File: src/rtl/irq_aggr_pkg.sv
`timescale 1ns/1ps
package irq_aggr_pkg;
  localparam int NSRC     = 6;
  localparam int DW       = 8;
  localparam int AW       = 2;
  localparam int NSTD     = 3;
  localparam int IRQF_BIT = 7;

  typedef enum logic [AW-1:0] {
    REG_CTRL = 2'd0,
    REG_STAT = 2'd1,
    REG_XFLG = 2'd2,
    REG_XEN  = 2'd3
  } reg_sel_e;

  // bit position of a source in its flag/enable register
  function automatic int bit_pos(input int src);
    case (src)
      0: return 6;
      1: return 5;
      2: return 4;
      3: return 1;
      4: return 0;
      default: return 2;
    endcase
  endfunction

  function automatic bit is_std(input int src);
    return src < NSTD;
  endfunction
endpackage

File: src/rtl/irq_flag_cell.sv
`timescale 1ns/1ps
module irq_flag_cell (
  input  logic clk_i,
  input  logic rst_ni,
  input  logic set_i,
  input  logic clr_i,
  output logic flag_o
);
  // set wins over clear so a coincident event is not lost
  always_ff @(posedge clk_i or negedge rst_ni) begin
    if (!rst_ni)    flag_o <= 1'b0;
    else if (set_i) flag_o <= 1'b1;
    else if (clr_i) flag_o <= 1'b0;
  end
endmodule

File: src/rtl/irq_en_regs.sv
`timescale 1ns/1ps
module irq_en_regs
  import irq_aggr_pkg::*;
#(
  parameter int N = NSRC,
  parameter int W = DW
) (
  input  logic          clk_i,
  input  logic          rst_ni,
  input  logic          wr_i,
  input  logic [AW-1:0] sel_i,
  input  logic [W-1:0]  wdata_i,
  output logic [N-1:0]  en_o
);
  logic unused_wbits;
  assign unused_wbits = ^{wdata_i[W-1], wdata_i[3]};

  for (genvar s = 0; s < N; s++) begin : g_en
    localparam reg_sel_e HOME = is_std(s) ? REG_CTRL : REG_XEN;
    localparam int       BP   = bit_pos(s);
    always_ff @(posedge clk_i or negedge rst_ni) begin
      if (!rst_ni)                        en_o[s] <= 1'b0;
      else if (wr_i && sel_i == AW'(HOME)) en_o[s] <= wdata_i[BP];
    end
  end
endmodule

File: src/rtl/irq_combine.sv
`timescale 1ns/1ps
module irq_combine #(
  parameter int N = 6
) (
  input  logic [N-1:0] flag_i,
  input  logic [N-1:0] en_i,
  output logic         irqf_o
);
  assign irqf_o = |(flag_i & en_i);
endmodule

File: src/rtl/irq_read_mux.sv
`timescale 1ns/1ps
module irq_read_mux
  import irq_aggr_pkg::*;
#(
  parameter int N = NSRC,
  parameter int W = DW
) (
  input  logic [AW-1:0] sel_i,
  input  logic [N-1:0]  flag_i,
  input  logic [N-1:0]  en_i,
  input  logic          irqf_i,
  output logic [W-1:0]  rdata_o
);
  always_comb begin
    rdata_o = '0;
    case (sel_i)
      AW'(REG_CTRL): begin
        for (int s = 0; s < N; s++)
          if (is_std(s)) rdata_o[bit_pos(s)] = en_i[s];
      end
      AW'(REG_STAT): begin
        rdata_o[IRQF_BIT] = irqf_i;
        for (int s = 0; s < N; s++)
          if (is_std(s)) rdata_o[bit_pos(s)] = flag_i[s];
      end
      AW'(REG_XFLG): begin
        for (int s = 0; s < N; s++)
          if (!is_std(s)) rdata_o[bit_pos(s)] = flag_i[s];
      end
      default: begin
        for (int s = 0; s < N; s++)
          if (!is_std(s)) rdata_o[bit_pos(s)] = en_i[s];
      end
    endcase
  end
endmodule

File: src/rtl/irq_aggr.sv
`timescale 1ns/1ps
module irq_aggr
  import irq_aggr_pkg::*;
(
  input  logic          clk_i,
  input  logic          rst_ni,
  input  logic [NSRC-1:0] evt_i,
  input  logic [AW-1:0] sel_i,
  input  logic          rd_i,
  input  logic          wr_i,
  input  logic [DW-1:0] wdata_i,
  output logic [DW-1:0] rdata_o,
  output logic          irqf_o,
  output logic          irq_oe_o
);
  logic [NSRC-1:0] flag_q;
  logic [NSRC-1:0] en_q;
  logic [NSRC-1:0] clr;
  logic            stat_rd;
  logic            xflg_wr;

  assign stat_rd = rd_i && (sel_i == AW'(REG_STAT));
  assign xflg_wr = wr_i && (sel_i == AW'(REG_XFLG));

  for (genvar s = 0; s < NSRC; s++) begin : g_src
    if (is_std(s)) begin : g_std
      assign clr[s] = stat_rd;
    end else begin : g_ext
      assign clr[s] = xflg_wr && !wdata_i[bit_pos(s)];
    end
    irq_flag_cell u_flag (
      .clk_i  (clk_i),
      .rst_ni (rst_ni),
      .set_i  (evt_i[s]),
      .clr_i  (clr[s]),
      .flag_o (flag_q[s])
    );
  end

  irq_en_regs #(.N(NSRC), .W(DW)) u_en (
    .clk_i   (clk_i),
    .rst_ni  (rst_ni),
    .wr_i    (wr_i),
    .sel_i   (sel_i),
    .wdata_i (wdata_i),
    .en_o    (en_q)
  );

  irq_combine #(.N(NSRC)) u_comb (
    .flag_i (flag_q),
    .en_i   (en_q),
    .irqf_o (irqf_o)
  );

  // open-drain pin: only ever pulled low
  assign irq_oe_o = irqf_o;

  irq_read_mux #(.N(NSRC), .W(DW)) u_rmux (
    .sel_i   (sel_i),
    .flag_i  (flag_q),
    .en_i    (en_q),
    .irqf_i  (irqf_o),
    .rdata_o (rdata_o)
  );
endmodule

File: config.mk
export PLATFORM = sky130hd
export DESIGN_NAME = irq_aggr
export DESIGN_NICKNAME = d
export VERILOG_FILES = /design/src/rtl/irq_aggr_pkg.sv /design/src/rtl/irq_flag_cell.sv /design/src/rtl/irq_en_regs.sv /design/src/rtl/irq_combine.sv /design/src/rtl/irq_read_mux.sv /design/src/rtl/irq_aggr.sv
export SDC_FILE = /design/constraint.sdc
export NUM_CORES = 1
export LEC_CHECK = 0
export BUFFER_PORTS_ARGS = -buffer_cell sky130_fd_sc_hd__buf_4
export CORE_MARGIN = 8
export CORE_UTILIZATION = 25
export DETAILED_ROUTE_END_ITERATION = 8
export PLACE_DENSITY_LB_ADDON = 0.3
export SYNTH_ARGS = -nofsm -noshare
export SYNTH_HDL_FRONTEND = slang
export SYNTH_HIERARCHICAL = 1
export SYNTH_SLANG_ARGS = --single-unit
export TNS_END_PERCENT = 50
File: constraint.sdc
create_clock -name clk_i -period 1.3 [get_ports clk_i]
set_clock_uncertainty 0.1 [all_clocks]
set_input_delay 0.39 -clock clk_i [delete_from_list [all_inputs] [get_ports clk_i]]
set_output_delay 0.39 -clock clk_i [all_outputs]
set_load 0.02 [all_outputs]
==> impl_metrics.py, run 1 <==
metrics = {
    "clock_network": {
        "root_buffer": "clkbuf_4",
        "path_clk_slew_ns": 0.08,
        "htreeDepth": 1,
        "cts_sinks": 12,
        "insertion_delay_ns": 0.27,
        "cts_buffers": 3,
        "clk_path_buf_depth": 2,
        "cts_tree": "yes",
    },
    "sta": {
        "rsz0062_at_grt": "yes",
        "setup_ws_ns": -0.498,
        "slew_violations": 0,
        "fmax_mhz": 556,
        "min_period_ns": 1.80,
        "hold_viol_final": 0,
        "setup_tns_ns": -3.35,
        "timing.hold.ws_ns": 0.193,
        "finalCritPeriodShare": 1.38,
        "setup_violations": 9,
    },
    "logic_synthesis": {
        "syn_inst": 57,
        "syn_avg_cell_area_um2": 11.7,
        "syn_nets": 77,
        "syn-cell-area_um2": 669,
        "synth-edff-count": 0,
        "yosys.cell_types.count": 16,
        "synth-main-ff-cell": "dfrtp_1",
        "ys_seq_area_frac": 0.449,
        "ys_ff_latch": 12,
        "async_flop_share": 1.00,
        "synth_warnings": 6,
    },
    "power": {
        "intPower_mw": 0.813,
        "peakVddDrop_uv": 570,
        "power.leakage_nw": 0.511,
        "powerDensity_nw_per_um2": 1010,
        "clkPwrFrac": 0.266,
        "comb_power_share": 0.331,
        "netSwitchingFraction": 0.273,
        "power_frac_seq": 0.404,
        "switchingPower_mw": 0.306,
    },
    "route": {
        "drt_first_pass_iters": 4,
        "via_per_inst": 4.45,
        "wirelength_mm": 1.74,
        "first_iter_violations": 8,
        "wl_per_cell_um": 13.3,
        "vias": 583,
        "drc": 0,
        "ant_nets": 0,
    },
    "cells_and_area": {
        "drive_gt1_frac": 0.644,
        "syn_to_final_growth_pct": 65.0,
        "antenna_cells": 0,
        "finalInstanceArea_um2": 1100,
        "instances_no_fill": 131,
        "nNetsFinal": 122,
        "mostFrequentLayoutCells": "buf_4, dfrtp_1, buf_6",
        "mostFrequentLayoutCell": "buf_4",
    },
    "worst_setup_path": {
        "cp_data_required_time_ns": 0.81,
        "worstPathArrival_ns": 1.31,
        "crit_chain": "a22oi_2 > nand3_2 > and3b_2 > buf_6",
        "critPathMaxStageDelay_ns": 0.39,
        "start_kind": "flip-flop",
        "worstPathMaxFanout": 2,
        "crit_type": "reg -> out",
        "crit_path_end_kind": "output port",
        "slowest_stage": "dfrtp_1",
    },
    "global_route": {
        "grt_overflow_total": 0,
        "grt_pass1_wl_mm": 2.97,
        "grt_pass1_vias": 662,
        "grt_usage": 0.0859,
        "grt_max_degree": 13,
        "grt_antenna_before_repair": 0,
    },
    "placed_design": {
        "place_ws_ns": -0.269,
        "place_hpwl_mm": 1.39,
        "placed_area_um2": 1010,
        "io_buffers": 26,
        "dp_cells": 125,
        "gp_congestion": 0.677,
    },
    "die": {
        "die_area_um2": 4590,
        "initial_core_util": 0.268,
        "die_h_um": 67.7,
        "fp.dieW_um": 67.7,
        "io_pins": 30,
        "core_area_um2": 2500,
        "rows": 18,
    },
    "status": {
        "violations": "setup timing",
        "status": "finished, violations left",
    },
    "flow_run": {
        "max-cap-violations": 0,
    },
    "worst_hold_path": {
        "hold_path.class": "in -> reg",
    },
}
[power groups by stage]
| stage | clock network (mW) | logic [mW] | registers [mW] |
|---|---|---|---|
| finish | 0.297 | 0.370 | 0.452 |
| global route | 0.334 | 0.405 | 0.458 |
| CTS | 0.313 | 0.381 | 0.454 |
| detailed placement | 0 | 0.339 | 0.456 |
| global placement | 0 | 0.335 | 0.454 |
| floorplan | 0 | 0.163 | 0.452 |
[per-stage QoR]
stage                     utilization  total power, mW
after floorplan                     -            0.615
after global placement          0.403            0.788
after detailed placement        0.403            0.794
final                           0.442             1.12
after global routing            0.442             1.20
after CTS                       0.446             1.15
[state kept, by name, summed over array words and instances (netlist names)]
| register | count |
|---|---|
| g_src.u_flag/flag_o | 6 |
| u_en/en_o | 6 |
[what timing repair did]
action,4_1_cts,5_1_grt
gates cloned,0,0
hold endpoints to repair,12,0
pin swaps,4,2
resized for setup,12,1
buffers inserted,2,1
setup endpoints to repair,9,9
hold buffers,1,0
[kinds of logic after synthesis]
family,count (synthesis),synth area share
muxes,12,0.191
other,1,0.00560
and+or+nand+nor,14,0.181
buffers and inverters,9,0.0729
AOI/OAI and AO/OA,9,0.101
DFF,12,0.449
[synthesized netlist by cell type, types with 2 or more instances]
| library cell | number | area [µm²] |
|---|---|---|
| dfrtp_1 | 12 | 300 |
| a21o_1 | 6 | 45.0 |
| inv_1 | 6 | 22.5 |
| mux2_2 | 6 | 67.6 |
| mux2i_1 | 6 | 60.1 |
| a22oi_1 | 3 | 22.5 |
| and4bb_2 | 3 | 37.5 |
| nor2_1 | 3 | 11.3 |
| nor2b_1 | 3 | 18.8 |
| and3b_2 | 2 | 20.0 |
| buf_4 | 2 | 15.0 |
[cell type report]
| cell class | instances | area, µm² |
|---|---|---|
| Inverter | 6 | 22.5 |
| Fill cell | 238 | 1400 |
| Sequential cell | 12 | 300 |
| Tap cell | 30 | 37.5 |
| Timing Repair Buffer | 43 | 363 |
| Clock buffer | 4 | 36.3 |
| Multi-Input combinational cell | 36 | 345 |
[metal layers]
metal	track usage	part of all wire
met4	0.0470	0.0092
met1	0.102	0.43
met3	0.0265	0.075
met5	0	0
met2	0.135	0.48
[critical path: cells and delay by family (launching register included)]
family,cells,cell delay [ns]
DFF,1,0.39
AOI/OAI and AO/OA,1,0.20
buffers and inverters,1,0.13
and+or+nand+nor,2,0.32
[path summary, 6_finish.rpt]
path / from / endpoint / slack [ns] / cells after the start
max reg2reg: u_en/en_o[0] / u_en/en_o[0] / 0.30 / 2
max in group asynchronous: rst_ni / g_src[2].u_flag/flag_o / 0.55 / 2
min: evt_i[5] / g_src[5].u_flag/flag_o / 0.19 / 2
min in group asynchronous: rst_ni / g_src[5].u_flag/flag_o / 0.39 / 2
min reg2reg: g_src[2].u_flag/flag_o / g_src[2].u_flag/flag_o / 0.50 / 2
max: g_src[0].u_flag/flag_o / rdata_o[7] / -0.50 / 4
(Power assumes the default switching activity.)
==> run 2: changes to the inputs <==
Settings changed: REMOVE_ABC_BUFFERS from default to 1.
==> impl_metrics.py, run 2 (same netlist as run 1, synthesis figures left out) <==
metrics = {
    "status": {
        "status": "finished, violations left",
        "violations": "setup timing",
    },
    "worst_setup_path": {
        "crit_type": "reg -> out",
        "worstPathMaxFanout": 2,
        "critPathMaxStageDelay_ns": 0.40,
        "start_kind": "flip-flop",
        "slowest_stage": "dfrtp_1",
        "crit_path_end_kind": "output port",
        "cp_data_required_time_ns": 0.81,
        "worstPathArrival_ns": 1.34,
        "crit_path_start": "u_en/en_o[4]",
        "crit_chain": "a22oi_1 > nand3_2 > and3b_2 > buf_6",
        "timing.rr.start": "g_src[2].u_flag/flag_o",
    },
    "global_route": {
        "grt_overflow_total": 0,
        "grt_pass1_vias": 616,
        "grt_antenna_before_repair": 0,
        "grt_pass1_wl_mm": 2.67,
        "grt_max_degree": 14,
        "grt_usage": 0.0786,
    },
    "clock_network": {
        "clk_path_buf_depth": 2,
        "path_clk_slew_ns": 0.08,
        "cts_buffers": 3,
        "insertion_delay_ns": 0.27,
        "htreeDepth": 1,
        "cts_sinks": 12,
        "cts_tree": "yes",
        "root_buffer": "clkbuf_4",
    },
    "sta": {
        "finalCritPeriodShare": 1.41,
        "timing.hold.ws_ns": 0.188,
        "rsz0062_at_grt": "yes",
        "hold_viol_final": 0,
        "fmax_mhz": 547,
        "slew_violations": 0,
        "setup_violations": 9,
        "min_period_ns": 1.83,
        "setup_ws_ns": -0.529,
    },
    "die": {
        "core_area_um2": 2500,
        "rows": 18,
        "die_area_um2": 4590,
        "io_pins": 30,
        "initial_core_util": 0.268,
        "fp.dieW_um": 67.7,
        "die_h_um": 67.7,
    },
    "route": {
        "drt_first_pass_iters": 1,
        "wirelength_mm": 1.69,
        "wl_per_cell_um": 13.2,
        "via_per_inst": 4.49,
        "drc": 0,
        "first_iter_violations": 0,
        "vias": 575,
        "ant_nets": 0,
    },
    "cells_and_area": {
        "drive_gt1_frac": 0.592,
        "mostFrequentLayoutCell": "buf_4",
        "instances_no_fill": 128,
        "nNetsFinal": 119,
        "top_regs": "g_src.u_flag/flag_o: 6 flops, u_en/en_o: 6 flops",
        "fillCellCount": 248,
        "antenna_cells": 0,
        "post-route-util": 0.422,
        "mostFrequentLayoutCells": "buf_4, dfrtp_1, buf_6",
        "syn_to_final_growth_pct": 57.8,
    },
    "placed_design": {
        "place_hpwl_mm": 1.32,
        "gp_congestion": 0.699,
        "dp_cells": 122,
        "io_buffers": 26,
    },
    "worst_hold_path": {
        "hold_path.class": "in -> reg",
        "holdCritStartpoint": "evt_i[3]",
    },
    "power": {
        "power.leakage_nw": 0.490,
        "powerDensity_nw_per_um2": 1030,
        "peakVddDrop_uv": 492,
    },
    "flow_run": {
        "max-cap-violations": 0,
    },
}
## run 2: changes by cell type in the layout (fill, tap and decap cells not counted), sizes merged
cell / change
buf: -3
## run 2: metrics by stage
| stage | power, mW | instance area, µm² | setup WS (ns) | setup TNS (ns) |
|---|---|---|---|---|
| after floorplan | 0.585 | 643 | -0.494 | -0.670 |
| after global routing | 1.15 | 1060 | -0.607 | -4.11 |
| after global placement | 0.765 | 966 | -0.243 | -2.21 |
| after detailed placement | 0.769 | 966 | -0.261 | -2.29 |
| final | 1.08 | 1060 | -0.529 | -3.52 |
| after CTS | 1.09 | 1050 | -0.529 | -3.57 |
## run 2: what timing repair did
item	CTS	global route
setup endpoints to repair	9	9
endpoints found under the hold margin	12	0
hold buffers	1	0
resized for setup	7	2
setup buffers	1	0
pin swaps	3	2
## run 2: power breakdown
part | switching, mW | total, mW | internal [mW] | leakage [nW]
Combinational | 0.138 | 0.340 | 0.202 | 0.342
Clock | 0.126 | 0.296 | 0.170 | 0.0210
Sequential | 0.0299 | 0.446 | 0.417 | 0.127
Total | 0.294 | 1.08 | 0.789 | 0.490
## run 2: routing by layer
layer,part of all wire,up-vias,global-route usage
met2,0.51,19,0.137
met1,0.36,269,0.0737
li1,-,282,-
met4,0.036,0,0.0705
met3,0.097,5,0.0215
met5,0,-,0
## run 2: final timing paths
path                                          end  slack (ns)  cells past startpoint
setup reg to reg           g_src[2].u_flag/flag_o        0.28                      3
min in group asynchronous            u_en/en_o[3]        0.41                      2
hold / removal             g_src[3].u_flag/flag_o        0.19                      2
max in group asynchronous            u_en/en_o[1]        0.54                      2
hold reg to reg                      u_en/en_o[3]        0.48                      1
setup / recovery                       rdata_o[7]       -0.53                      4
## run 2: area by class of cell
cell class,count,area (µm²),area share
clock buffers,4,36.3,0.0344
well taps,30,37.5,0.0355
repair buffers,40,329,0.312
multi-input cells,36,330,0.313
inverters,6,22.5,0.0213
flip-flops and latches,12,300,0.284
## run 2: worst max-delay path: cells and delay by family (launching register included)
| kind | cells | cell delay [ns] |
|---|---|---|
| AOI/OAI and AO/OA | 1 | 0.22 |
| buffers and inverters | 1 | 0.13 |
| DFF | 1 | 0.40 |
| and+or+nand+nor | 2 | 0.32 |
==> run 3: changes to the inputs <==
Settings changed: PLACE_DENSITY_LB_ADDON 0.3 to 0.12.
==> impl_metrics.py, run 3 (same netlist as run 1, synthesis figures left out) <==
metrics = {
    "clock_network": {
        "root_buffer": "clkbuf_4",
        "clk_path_buf_depth": 2,
        "path_clk_slew_ns": 0.08,
        "cts_tree": "yes",
        "htreeDepth": 1,
        "cts_buffers": 3,
        "cts_sinks": 12,
        "insertion_delay_ns": 0.27,
    },
    "die": {
        "rows": 18,
        "initial_core_util": 0.268,
        "die_h_um": 67.7,
        "fp.dieW_um": 67.7,
        "io_pins": 30,
        "core_area_um2": 2500,
        "die_area_um2": 4590,
    },
    "cells_and_area": {
        "antenna_cells": 0,
        "mostFrequentLayoutCells": "buf_4, dfrtp_1, buf_6",
        "top_regs": "g_src.u_flag/flag_o: 6 flops, u_en/en_o: 6 flops",
        "nNetsFinal": 119,
        "syn_to_final_growth_pct": 57.8,
        "drive_gt1_frac": 0.592,
        "mostFrequentLayoutCell": "buf_4",
    },
    "placed_design": {
        "place_hpwl_mm": 1.32,
        "gp_congestion": 0.656,
        "io_buffers": 26,
        "place_ws_ns": -0.242,
    },
    "global_route": {
        "grt_max_degree": 14,
        "grt_pass1_vias": 590,
        "grt_usage": 0.0795,
        "grt_overflow_total": 0,
        "grt_antenna_before_repair": 0,
        "grt_pass1_wl_mm": 2.71,
    },
    "status": {
        "violations": "setup timing",
        "status": "finished, violations left",
    },
    "sta": {
        "fmax_mhz": 553,
        "setup_ws_ns": -0.509,
        "hold_viol_final": 0,
        "rsz0062_at_grt": "yes",
        "min_period_ns": 1.81,
        "finalCritPeriodShare": 1.39,
        "slew_violations": 0,
        "timing.hold.ws_ns": 0.192,
        "setup_violations": 9,
    },
    "worst_setup_path": {
        "critPathMaxStageDelay_ns": 0.41,
        "rrSetupSlack_ns": 0.32,
        "worstPathMaxFanout": 2,
        "crit_path_start": "g_src[4].u_flag/flag_o",
        "r2r_end": "u_en/en_o[2]",
        "cp_data_required_time_ns": 0.81,
        "reg2regPathDepth": 2,
        "slowest_stage": "dfrtp_1",
        "cp-endpoint": "rdata_o[7]",
        "worstPathArrival_ns": 1.32,
        "timing.rr.start": "u_en/en_o[2]",
        "cp_top_family": "flip-flops",
        "crit_path_end_kind": "output port",
        "path_buf_inv": 1,
        "crit_type": "reg -> out",
        "crit_chain": "a22oi_1 > nand3_1 > and3b_2 > buf_6",
        "start_kind": "flip-flop",
        "crit_cells": 4,
    },
    "route": {
        "first_iter_violations": 24,
        "ant_nets": 0,
        "vias": 549,
        "via_per_inst": 4.29,
        "wl_per_cell_um": 13.2,
        "drc": 0,
        "wirelength_mm": 1.69,
        "drt_first_pass_iters": 2,
    },
    "power": {
        "power.leakage_nw": 0.491,
        "fin_total_pwr_mw": 1.07,
        "powerDensity_nw_per_um2": 1020,
        "peakVddDrop_uv": 451,
    },
    "worst_hold_path": {
        "hold_path.class": "in -> reg",
    },
    "flow_run": {
        "max-cap-violations": 0,
    },
}
==> run 3: cell types whose count changed in the layout (fill, tap and decap cells not counted) <==
cell / previous run / this run
nand3_2: 2 / 1
a22oi_1: 2 / 1
a22oi_2: 1 / 2
nand3_1: 0 / 1
==> run 3: worst reg2reg max path, delay by kind of cell, from the launching register on <==
kind	cells	cell delay [ns]
DFF	1	0.39
buffers and inverters	1	0.14
muxes	1	0.25
==> run 3: power breakdown <==
group          internal [mW]  switching, mW
clock                  0.170          0.127
sequential             0.417         0.0310
combinational          0.196          0.132
total                  0.782          0.290
==> run 3: layer usage <==
metal / share of wire / vias to the layer above / track usage
met5: 0 / - / 0
met4: 0.0065 / 0 / 0.0548
met3: 0.063 / 2 / 0.0199
met2: 0.47 / 14 / 0.118
met1: 0.46 / 254 / 0.0983
li1: - / 279 / -
==> run 3: what timing repair did <==
| item | in CTS | in global routing |
|---|---|---|
| pin swaps | 2 | 2 |
| setup buffers | 0 | 1 |
| hold buffers | 1 | 0 |
| gates resized for setup | 7 | 3 |
| setup endpoints to repair | 9 | 9 |
| endpoints found under the hold margin | 12 | 0 |
==> run 3: final cells by class <==
class                           count  area [µm²]
Sequential cell                    12         300
Timing Repair Buffer               40         329
Tap cell                           30        37.5
Clock buffer                        4        36.3
Multi-Input combinational cell     36         330
Fill cell                         254        1440
Inverter                            6        22.5
==> run 3: metrics by stage <==
| step | utilization | cell area [µm²] | setup TNS (ns) | std cells |
|---|---|---|---|---|
| floorplan | - | 643 | -0.670 | 54 |
| global route | 0.422 | 1060 | -3.89 | 128 |
| CTS | 0.419 | 1050 | -3.51 | 128 |
| finish | 0.422 | 1060 | -3.32 | 128 |
| global placement | 0.389 | 973 | -2.46 | 123 |
| detailed placement | 0.389 | 973 | -2.51 | 123 |
==> run 3: worst min path at each step <==
| stage | from | to | slack (ns) | depth (start not counted) |
|---|---|---|---|---|
| floorplan | rst_ni | g_src[0].u_flag/flag_o | -0.006 | 0 |
| global placement | rst_ni | g_src[2].u_flag/flag_o | 0.14 | 1 |
| detailed placement | rst_ni | g_src[2].u_flag/flag_o | 0.14 | 1 |
| CTS | evt_i[0] | g_src[0].u_flag/flag_o | 0.18 | 2 |
| global route | evt_i[0] | g_src[0].u_flag/flag_o | 0.18 | 2 |
| finish | evt_i[4] | g_src[4].u_flag/flag_o | 0.19 | 2 |
